File: src/rtl/ham74_tx_pkg.sv
package ham74_tx_pkg;
  localparam int unsigned DATA_W = 4;
  localparam int unsigned CODE_W = 7;
  localparam int unsigned IDX_W  = $clog2(CODE_W);

  typedef enum logic [1:0] {
    ST_IDLE = 2'd0,
    ST_SEND = 2'd1,
    ST_WAIT = 2'd2
  } tx_state_e;
endpackage

File: src/rtl/ham74_rst_sync.sv
module ham74_rst_sync (
  input  logic clk,
  input  logic rst_n,
  output logic rst_sync_n
);
  logic [1:0] stage_q;

  always_ff @(posedge clk or negedge rst_n) begin
    if (!rst_n) stage_q <= 2'b00;
    else        stage_q <= {stage_q[0], 1'b1};
  end

  assign rst_sync_n = stage_q[1];
endmodule

File: src/rtl/ham74_encoder.sv
module ham74_encoder
  import ham74_tx_pkg::*;
(
  input  logic [DATA_W-1:0] data_i,
  output logic [CODE_W-1:0] code_o
);
  logic d1, d2, d3, d4;

  always_comb begin
    d1 = data_i[0];
    d2 = data_i[1];
    d3 = data_i[2];
    d4 = data_i[3];
    // code_o[k] holds codeword position k+1
    code_o[0] = d1 ^ d2 ^ d4;
    code_o[1] = d1 ^ d3 ^ d4;
    code_o[2] = d1;
    code_o[3] = d2 ^ d3 ^ d4;
    code_o[4] = d2;
    code_o[5] = d3;
    code_o[6] = d4;
  end
endmodule

File: src/rtl/ham74_frame_shift.sv
module ham74_frame_shift
  import ham74_tx_pkg::*;
(
  input  logic              clk,
  input  logic              rst_n,
  input  logic              load_en,
  input  logic [CODE_W-1:0] code_i,
  input  logic              shift_en,
  output logic              bit_o,
  output logic              last_o
);
  localparam logic [IDX_W-1:0] LAST_IDX = IDX_W'(CODE_W - 1);

  logic [CODE_W-1:0] hold_q;
  logic [IDX_W-1:0]  idx_q, idx_d;
  logic              idx_en;

  always_comb begin
    idx_en = load_en | shift_en;
    idx_d  = idx_q;
    if (load_en)             idx_d = '0;
    else if (idx_q == LAST_IDX) idx_d = '0;
    else                     idx_d = idx_q + 1'b1;
  end

  always_ff @(posedge clk or negedge rst_n) begin
    if (!rst_n)       hold_q <= '0;
    else if (load_en) hold_q <= code_i;
  end

  always_ff @(posedge clk or negedge rst_n) begin
    if (!rst_n)      idx_q <= '0;
    else if (idx_en) idx_q <= idx_d;
  end

  assign bit_o  = hold_q[idx_q];
  assign last_o = (idx_q == LAST_IDX);
endmodule

File: src/rtl/ham74_retry_ctrl.sv
module ham74_retry_ctrl #(
  parameter int unsigned MAX_RETRY = 3
) (
  input  logic clk,
  input  logic rst_n,
  input  logic clr_i,
  input  logic inc_i,
  output logic exhausted_o
);
  localparam int unsigned CNT_W = (MAX_RETRY < 2) ? 1 : $clog2(MAX_RETRY + 1);
  localparam logic [CNT_W-1:0] LIMIT = CNT_W'(MAX_RETRY);

  logic [CNT_W-1:0] cnt_q, cnt_d;
  logic             cnt_en;

  always_comb begin
    cnt_en = clr_i | inc_i;
    cnt_d  = clr_i ? '0 : cnt_q + 1'b1;
  end

  always_ff @(posedge clk or negedge rst_n) begin
    if (!rst_n)      cnt_q <= '0;
    else if (cnt_en) cnt_q <= cnt_d;
  end

  assign exhausted_o = (cnt_q == LIMIT);
endmodule

File: src/rtl/ham74_serial_tx.sv
module ham74_serial_tx
  import ham74_tx_pkg::*;
#(
  parameter int unsigned MAX_RETRY = 3
) (
  input  logic              clk,
  input  logic              rst_n,
  input  logic              load_i,
  input  logic [DATA_W-1:0] data_i,
  input  logic              err_i,
  output logic              ser_o,
  output logic              frame_valid_o,
  output logic              busy_o,
  output logic              fail_o
);
  logic              rst_int_n;
  logic [CODE_W-1:0] code_w;
  tx_state_e         state_q, state_d;
  logic              load_acc, shift_en, retry_inc, fail_set;
  logic              bit_w, last_w, exhausted_w;
  logic              fail_q;

  ham74_rst_sync i_rst_sync (
    .clk        (clk),
    .rst_n      (rst_n),
    .rst_sync_n (rst_int_n)
  );

  ham74_encoder i_enc (
    .data_i (data_i),
    .code_o (code_w)
  );

  ham74_frame_shift i_shift (
    .clk      (clk),
    .rst_n    (rst_int_n),
    .load_en  (load_acc),
    .code_i   (code_w),
    .shift_en (shift_en),
    .bit_o    (bit_w),
    .last_o   (last_w)
  );

  ham74_retry_ctrl #(.MAX_RETRY(MAX_RETRY)) i_retry (
    .clk         (clk),
    .rst_n       (rst_int_n),
    .clr_i       (load_acc),
    .inc_i       (retry_inc),
    .exhausted_o (exhausted_w)
  );

  always_comb begin
    state_d   = state_q;
    load_acc  = 1'b0;
    shift_en  = 1'b0;
    retry_inc = 1'b0;
    fail_set  = 1'b0;
    unique case (state_q)
      ST_IDLE: begin
        if (load_i) begin
          load_acc = 1'b1;
          state_d  = ST_SEND;
        end
      end
      ST_SEND: begin
        shift_en = 1'b1;
        if (last_w) state_d = ST_WAIT;
      end
      ST_WAIT: begin
        if (err_i) begin
          if (exhausted_w) begin
            fail_set = 1'b1;
            state_d  = ST_IDLE;
          end else begin
            retry_inc = 1'b1;
            state_d   = ST_SEND;
          end
        end else begin
          state_d = ST_IDLE;
        end
      end
      default: state_d = ST_IDLE;
    endcase
  end

  always_ff @(posedge clk or negedge rst_int_n) begin
    if (!rst_int_n) state_q <= ST_IDLE;
    else            state_q <= state_d;
  end

  always_ff @(posedge clk or negedge rst_int_n) begin
    if (!rst_int_n)    fail_q <= 1'b0;
    else if (fail_set) fail_q <= 1'b1;
  end

  assign frame_valid_o = (state_q == ST_SEND);
  assign ser_o         = frame_valid_o & bit_w;
  assign busy_o        = (state_q != ST_IDLE);
  assign fail_o        = fail_q;
endmodule

File: config.mk
export PLATFORM = sky130hd
export DESIGN_NAME = ham74_serial_tx
export DESIGN_NICKNAME = d
export VERILOG_FILES = /design/src/rtl/ham74_tx_pkg.sv /design/src/rtl/ham74_rst_sync.sv /design/src/rtl/ham74_encoder.sv /design/src/rtl/ham74_frame_shift.sv /design/src/rtl/ham74_retry_ctrl.sv /design/src/rtl/ham74_serial_tx.sv
export SDC_FILE = /design/constraint.sdc
export NUM_CORES = 1
export LEC_CHECK = 0
export BUFFER_PORTS_ARGS = -buffer_cell sky130_fd_sc_hd__buf_2
export CELL_PAD_IN_SITES_DETAIL_PLACEMENT = 1
export CELL_PAD_IN_SITES_GLOBAL_PLACEMENT = 1
export CORE_UTILIZATION = 45
export CTS_BUF_LIST = sky130_fd_sc_hd__clkbuf_4
export DETAILED_ROUTE_END_ITERATION = 12
export HOLD_SLACK_MARGIN = 0.06
export PLACE_DENSITY_LB_ADDON = 0.15
export SYNTH_ARGS = -nofsm -noshare
export SYNTH_HDL_FRONTEND = slang
export SYNTH_SLANG_ARGS = --single-unit
File: constraint.sdc
create_clock -name clk -period 1.5 [get_ports clk]
set_input_delay 0.15 -clock clk [delete_from_list [all_inputs] [get_ports clk]]
set_output_delay 0.15 -clock clk [all_outputs]
set_load 0.01 [all_outputs]
Yosys cells after proc, flatten, opt, wreduce, memory -nomap -nowiden
Index checks and enable logic that the tools add are counted.
{"block": "classes", "add_sub_neg": 2, "magnitude_cmp": 1, "n_eq_ne": 6, "mux": 19, "bitwise": 9, "reduce_logical": 3}
{"operator": "$mux W1", "count": 11}
{"operator": "$mux W2", "count": 4}
{"operator": "$mux W3", "count": 2}
{"operator": "$pmux W2 S3", "count": 1}
{"operator": "$xor A1 B1 Y1", "count": 6}
{"operator": "$eq A2 B2 Y1 const B", "count": 2}
{"operator": "$lt A3 B4 Y1 const B", "count": 1}
{"operator": "$add A3 B1 Y3 const B", "count": 1}
{"operator": "$bmux W1 S3", "count": 1}
{"operator": "$eq A3 B3 Y1 const B", "count": 1}
{"operator": "$add A2 B1 Y2 const B", "count": 1}
{"operator": "$eq A2 B1 Y1 const B", "count": 1}
{"operator": "$logic_not A2 Y1", "count": 1}
{"operator": "$ne A2 B1 Y1 const B", "count": 1}
{"operator": "$ne A2 B2 Y1 const B", "count": 1}
{"operator": "$or A1 B1 Y1", "count": 2}
{"operator": "$reduce_and A2 Y1", "count": 1}
{"operator": "$reduce_bool A2 Y1", "count": 1}
{"operator": "$and A1 B1 Y1", "count": 1}
{"block": "word_totals", "regBits": 17, "inputBits": 8, "out_inout_bits": 4, "word_cells": 46}

Depth between registers and ports, before layout
{"block": "depth", "depth_word": 5, "depth_mapped": 5, "ltp_nobuf": 4}

Hierarchy
From an unflattened synthesis, not the netlist that was laid out.
{"block": "unflattened", "cells_unflattened": 69, "area_unflattened_um2": 868.3}
{"module": "ham74_frame_shift", "n_inst": 1, "cells_per_inst": 37, "area_per_inst_um2": 469.2, "seq_area_each_um2": 250.2}
{"module": "ham74_serial_tx", "n_inst": 1, "cells_per_inst": 15, "area_per_inst_um2": 155.1, "seq_area_each_um2": 75.1}
{"module": "ham74_encoder", "n_inst": 1, "cells_per_inst": 7, "area_per_inst_um2": 101.3, "seq_area_each_um2": 0.0}
{"module": "ham74_retry_ctrl", "n_inst": 1, "cells_per_inst": 7, "area_per_inst_um2": 88.8, "seq_area_each_um2": 50.0}
{"module": "ham74_rst_sync", "n_inst": 1, "cells_per_inst": 3, "area_per_inst_um2": 53.8, "seq_area_each_um2": 50.0}

Least setup slack after synthesis
No wires, ideal clock.
{"block": "synth_timing", "path_type": "register -> register", "start": "register i_retry.cnt_q[0]", "end": "register i_retry.cnt_q[0]", "setup_ns": 0.125, "arrival_time_ns": 1.252, "required_ns": 1.375, "setup_slack_ns": 0.124, "stages_incl_launch_ff": 5, "path_buffers": 0, "period_less_slack_ns": 1.376, "cell_sequence": "dfrtp_1 ha_1 nand3b_1 a21oi_2 mux2_2"}
{"block": "synth_via", "elab_chain_cells": 5, "word_cells_on_any_way": 7, "cone_classes": "add/sub (1); eq/ne (1); mux (4); bitwise (1)"}
{"item": "from (decl)", "line": "ham74_retry_ctrl.sv:13", "rtl": "logic [CNT_W-1:0] cnt_q, cnt_d;"}
{"item": "from (signal assigned)", "line": "ham74_retry_ctrl.sv:23", "rtl": "else if (cnt_en) cnt_q <= cnt_d;"}
{"item": "$eq A2 B2 Y1", "line": "ham74_retry_ctrl.sv:26", "rtl": "assign exhausted_o = (cnt_q == LIMIT);"}
{"item": "$mux W1", "line": "ham74_serial_tx.sv:71", "rtl": "if (exhausted_w) begin"}
{"item": "$mux W1", "line": "ham74_serial_tx.sv:70", "rtl": "if (err_i) begin"}
{"item": "$mux W1", "line": "ham74_serial_tx.sv:58", "rtl": "unique case (state_q)"}
{"item": "$or A1 B1 Y1", "line": "ham74_retry_ctrl.sv:17", "rtl": "cnt_en = clr_i | inc_i;"}
Several ways; a longest one is shown, not always the timed one.
A chain may end at the register's enable or synchronous reset.

Worst setup path after layout
{"block": "layout_timing", "start": "register i_shift.idx_q[0]", "end": "output port ser_o"}
{"block": "layout_via", "elab_chain_cells": 3}
{"item": "from (decl)", "line": "ham74_frame_shift.sv:15", "rtl": "logic [IDX_W-1:0] idx_q, idx_d;"}
{"item": "from (signal assigned)", "line": "ham74_frame_shift.sv:33", "rtl": "else if (idx_en) idx_q <= idx_d;"}
{"item": "$bmux W1 S3", "line": "ham74_frame_shift.sv:36", "rtl": "assign bit_o = hold_q[idx_q];"}
{"item": "$mux W1 (not written as such)", "line": "ham74_frame_shift.sv:36"}
{"item": "$and A1 B1 Y1", "line": "ham74_serial_tx.sv:97", "rtl": "assign ser_o = frame_valid_o & bit_w;"}
{"item": "to (decl)", "line": "ham74_serial_tx.sv:11", "rtl": "output logic ser_o,"}
Every way passes these cells. The select of a mux whose other input is x is not followed.

==> run_results.csv <==
group,metric,value,unit
outcome,status,"finished with violations",
outcome,failed_checks,"negative setup slack",
critical_path,critPathLaunchType,"flop",
grt,grt_use_met3,3.57,%
cells_and_area,syn2layout_area_growth,15.9,%
yosys,synth_nets,88,
sta,setup_viol,1,
grt,grt_pass1_vias,621,
cts,h-tree-depth,1,
critical_path,critPathBufInv,1,
sta,relSlewSlack,59.0,%
critical_path,rr_endpoint,"i_retry.cnt_q[0]",
critical_path,max_stage_delay,510,ps
sta,worst_slack,-158,ps
sta,fmax,603,MHz
cells_and_area,stdcell_count,121,
die,coreArea,1750,sq um
hold_path,hp-class,"input port to flop",
cts,cts_buffers,3,
critical_path,criticalPathCategory,"flop to primary output",
critical_path,crit_required,1350,ps
yosys,synthCells,79,
die,dieArea,2060,sq um
sta,tightest_slew,615,ps
cts,cts_sinks,17,
sta,setup_tns,-158,ps
die,start_util,48.6,%
cells_and_area,drive_gt1_share,34.4,%
yosys,ys_seq_elements,17,
grt,grtUsageMet2,33.4,%
die,fp.dieH,45.4,microns
cells_and_area,nFillCells,207,
run,maxCapViolCount,0,
critical_path,r2r_cells,4,
cells_and_area,nNetsFinal,106,
sta,rsz0062_at_grt,"true",
drt,ant_nets,0,
grt,busiest_layer,"met2",
placed_design,gp_congestion,0.783,
die,fp-row-count,15,
critical_path,arrival,1510,ps
critical_path,setup.worst_path.end_class,"primary output",
critical_path,r2r_start,"i_retry.cnt_q[0]",
pwr,vdd_ir_drop_max,0.000847,V
yosys,seq_area_frac_synth,50.1,%
drt,routedWlPerCell,14.6,microns
grt,antenna_found_initial,0,
pwr,powerDensity,1870,nW/um^2
critical_path,r2r_slack,70,ps
cells_and_area,final_common_cell,"nand2_1",
sta,finalCritPeriodShare,111,%
cts,cts_tree,"done",
critical_path,path_cells,"mux4_2 > o21ai_2 > a31oi_1 > buf_2",
drt,drcViolationCount,0,
critical_path,slowest_stage,"mux4_2",
sta,holdWs,63.2,ps
hold_path,whs_path_depth,3,
hold_path,hold_end,"i_shift.hold_q[4]",
yosys,synth_cell_types,31,
placed_design,place_hpwl,1250,microns
pwr,finalPower,1840,uW
cts,cts_buffer_depth,2,
pwr,p_leak,0.000468,uW
grt,grt_overflow,0,
yosys,syn-mean-instance-area,10.7,sq um
grt,grt_max_degree,16,
sta,finClkSkew,1.02,ps
grt,track_usage,20.9,%
yosys,yosysWarnings,0,
cells_and_area,final_cell_mix,"17 x nand2_1, 15 x dfrtp_1, 11 x buf_2",
drt,firstDrtPassIters,2,
cts,cts_root_buf,"clkbuf_4",
critical_path,path_delay_family,"multiplexers",
sta,hold_viol,0,
die,dieWidth,45.4,microns
die,num_io_pins,12,
sta,finalMaxSlewViolations,0,
grt,grt_first_pass_wirelength,2860,microns
sta,fin_crit,1660,ps
drt,via_count,619,
cells_and_area,n_antenna_cell,0,
cts,clk_pin_slew,100,ps
grt,grtUsageMet1,25.4,%
yosys,netlist_area,848,sq um
critical_path,cp_max_fo,2,
placed_design,io_buffers,11,
drt,avgViaCountPerCell,5.12,
drt,postRouteWirelength,1760,microns
hold_path,min_from,"data_i[1]",
placed_design,dp_cells,115,
drt,drt_iter0_markers,3,
cts,insertion_delay,300,ps
==> per-layer routing <==
metal | wire length (microns) | part of all wire [%] | vias to the layer above
li1 | - | - | 296
met1 | 809 | 46 | 307
met2 | 872 | 50 | 11
met3 | 28 | 1.6 | 5
met4 | 51 | 2.9 | 0
met5 | 0 | 0 | -
==> flip-flops by register name, indices dropped and copies added (netlist names) <==
name	flops
i_shift.hold_q	7
i_shift.idx_q	3
i_retry.cnt_q	2
i_rst_sync.stage_q	2
state_q	2
fail_o	1
==> cell type report <==
| type | instances | area (sq um) | share of cell area (%) |
|---|---|---|---|
| clock buffer | 4 | 30.0 | 3.05 |
| inverter | 4 | 15.0 | 1.53 |
| multi-input combinational | 55 | 384 | 39.1 |
| sequential | 17 | 428 | 43.5 |
| tap | 25 | 31.3 | 3.18 |
| timing repair buffer | 16 | 95.1 | 9.67 |
==> worst register-to-register path: stages (launching register included) <==
cell	delay, ps
dfrtp_1	410
ha_1	220
nand3b_1	180
a21oi_2	180
mux2_2	350
==> logic make-up after synthesis <==
kind of cell	share of synthesized area [%]
other cells	0.442
mux	9.14
compound gates	9.59
simple gates	19.0
xor+xnor	5.16
buf+inv	5.01
flops	50.1
fa+ha+maj	1.47
==> how the worst max path moves through the flow <==
| stage | slack, ps | cells past startpoint | end | start |
|---|---|---|---|---|
| floorplan | 120 | 4 | i_retry.cnt_q[0] | i_retry.cnt_q[0] |
| global placement | 90 | 4 | i_retry.cnt_q[0] | i_retry.cnt_q[0] |
| detailed placement | 10 | 4 | i_retry.cnt_q[0] | i_retry.cnt_q[0] |
| CTS | -170 | 4 | ser_o | i_shift.idx_q[0] |
| global route | -220 | 4 | ser_o | i_shift.idx_q[0] |
| finish | -160 | 4 | ser_o | i_shift.idx_q[0] |
==> timing repair <==
item | in CTS | in global routing
gates resized for setup | 0 | 3
setup buffers | 0 | 1
setup endpoints to repair | 2 | 3
pin swaps | 1 | 1
endpoints found under the hold margin | 2 | 0
hold buffers | 1 | 0
==> where the power goes <==
group          leakage, uW  switching [uW]  internal [uW]
combinational     0.000243             376            394
clock            0.0000184             155            122
sequential        0.000206             156            639
==> metrics by stage <==
step	worst slack (ps)	area [sq um]	util, %
after global routing	-216	983	56.3
after floorplan	124	848	-
after global placement	86.1	930	53.3
after detailed placement	9.81	930	53.3
after CTS	-173	970	55.6
final	-158	983	56.3
==> synthesized netlist by cell type (all sizes together) <==
cell type  number  area share, %
o21bai          1           0.89
a31oi           1           0.74
ha              1            1.5
nand4b          1            1.0
a21oi           2            1.6
xnor2           4            4.1
nor3b           1            2.2
nor4b           1            1.0
inv             4            1.8
nor3            1           0.59
a41o            1            1.2
dfrtp          17             50
buf             3            3.2
or3b            1            1.0
or2             1           0.74
xor2            1            1.0
mux2i           1            1.2
nand3b          2            1.8
nand2          17            7.5
nor2            2           0.89
a22o            1            1.2
mux4            1            2.7
conb            1           0.44
o21ai           6            4.0
mux2            4            5.3
nand2b          3            2.2
Power figures use the tool's default switching activity.
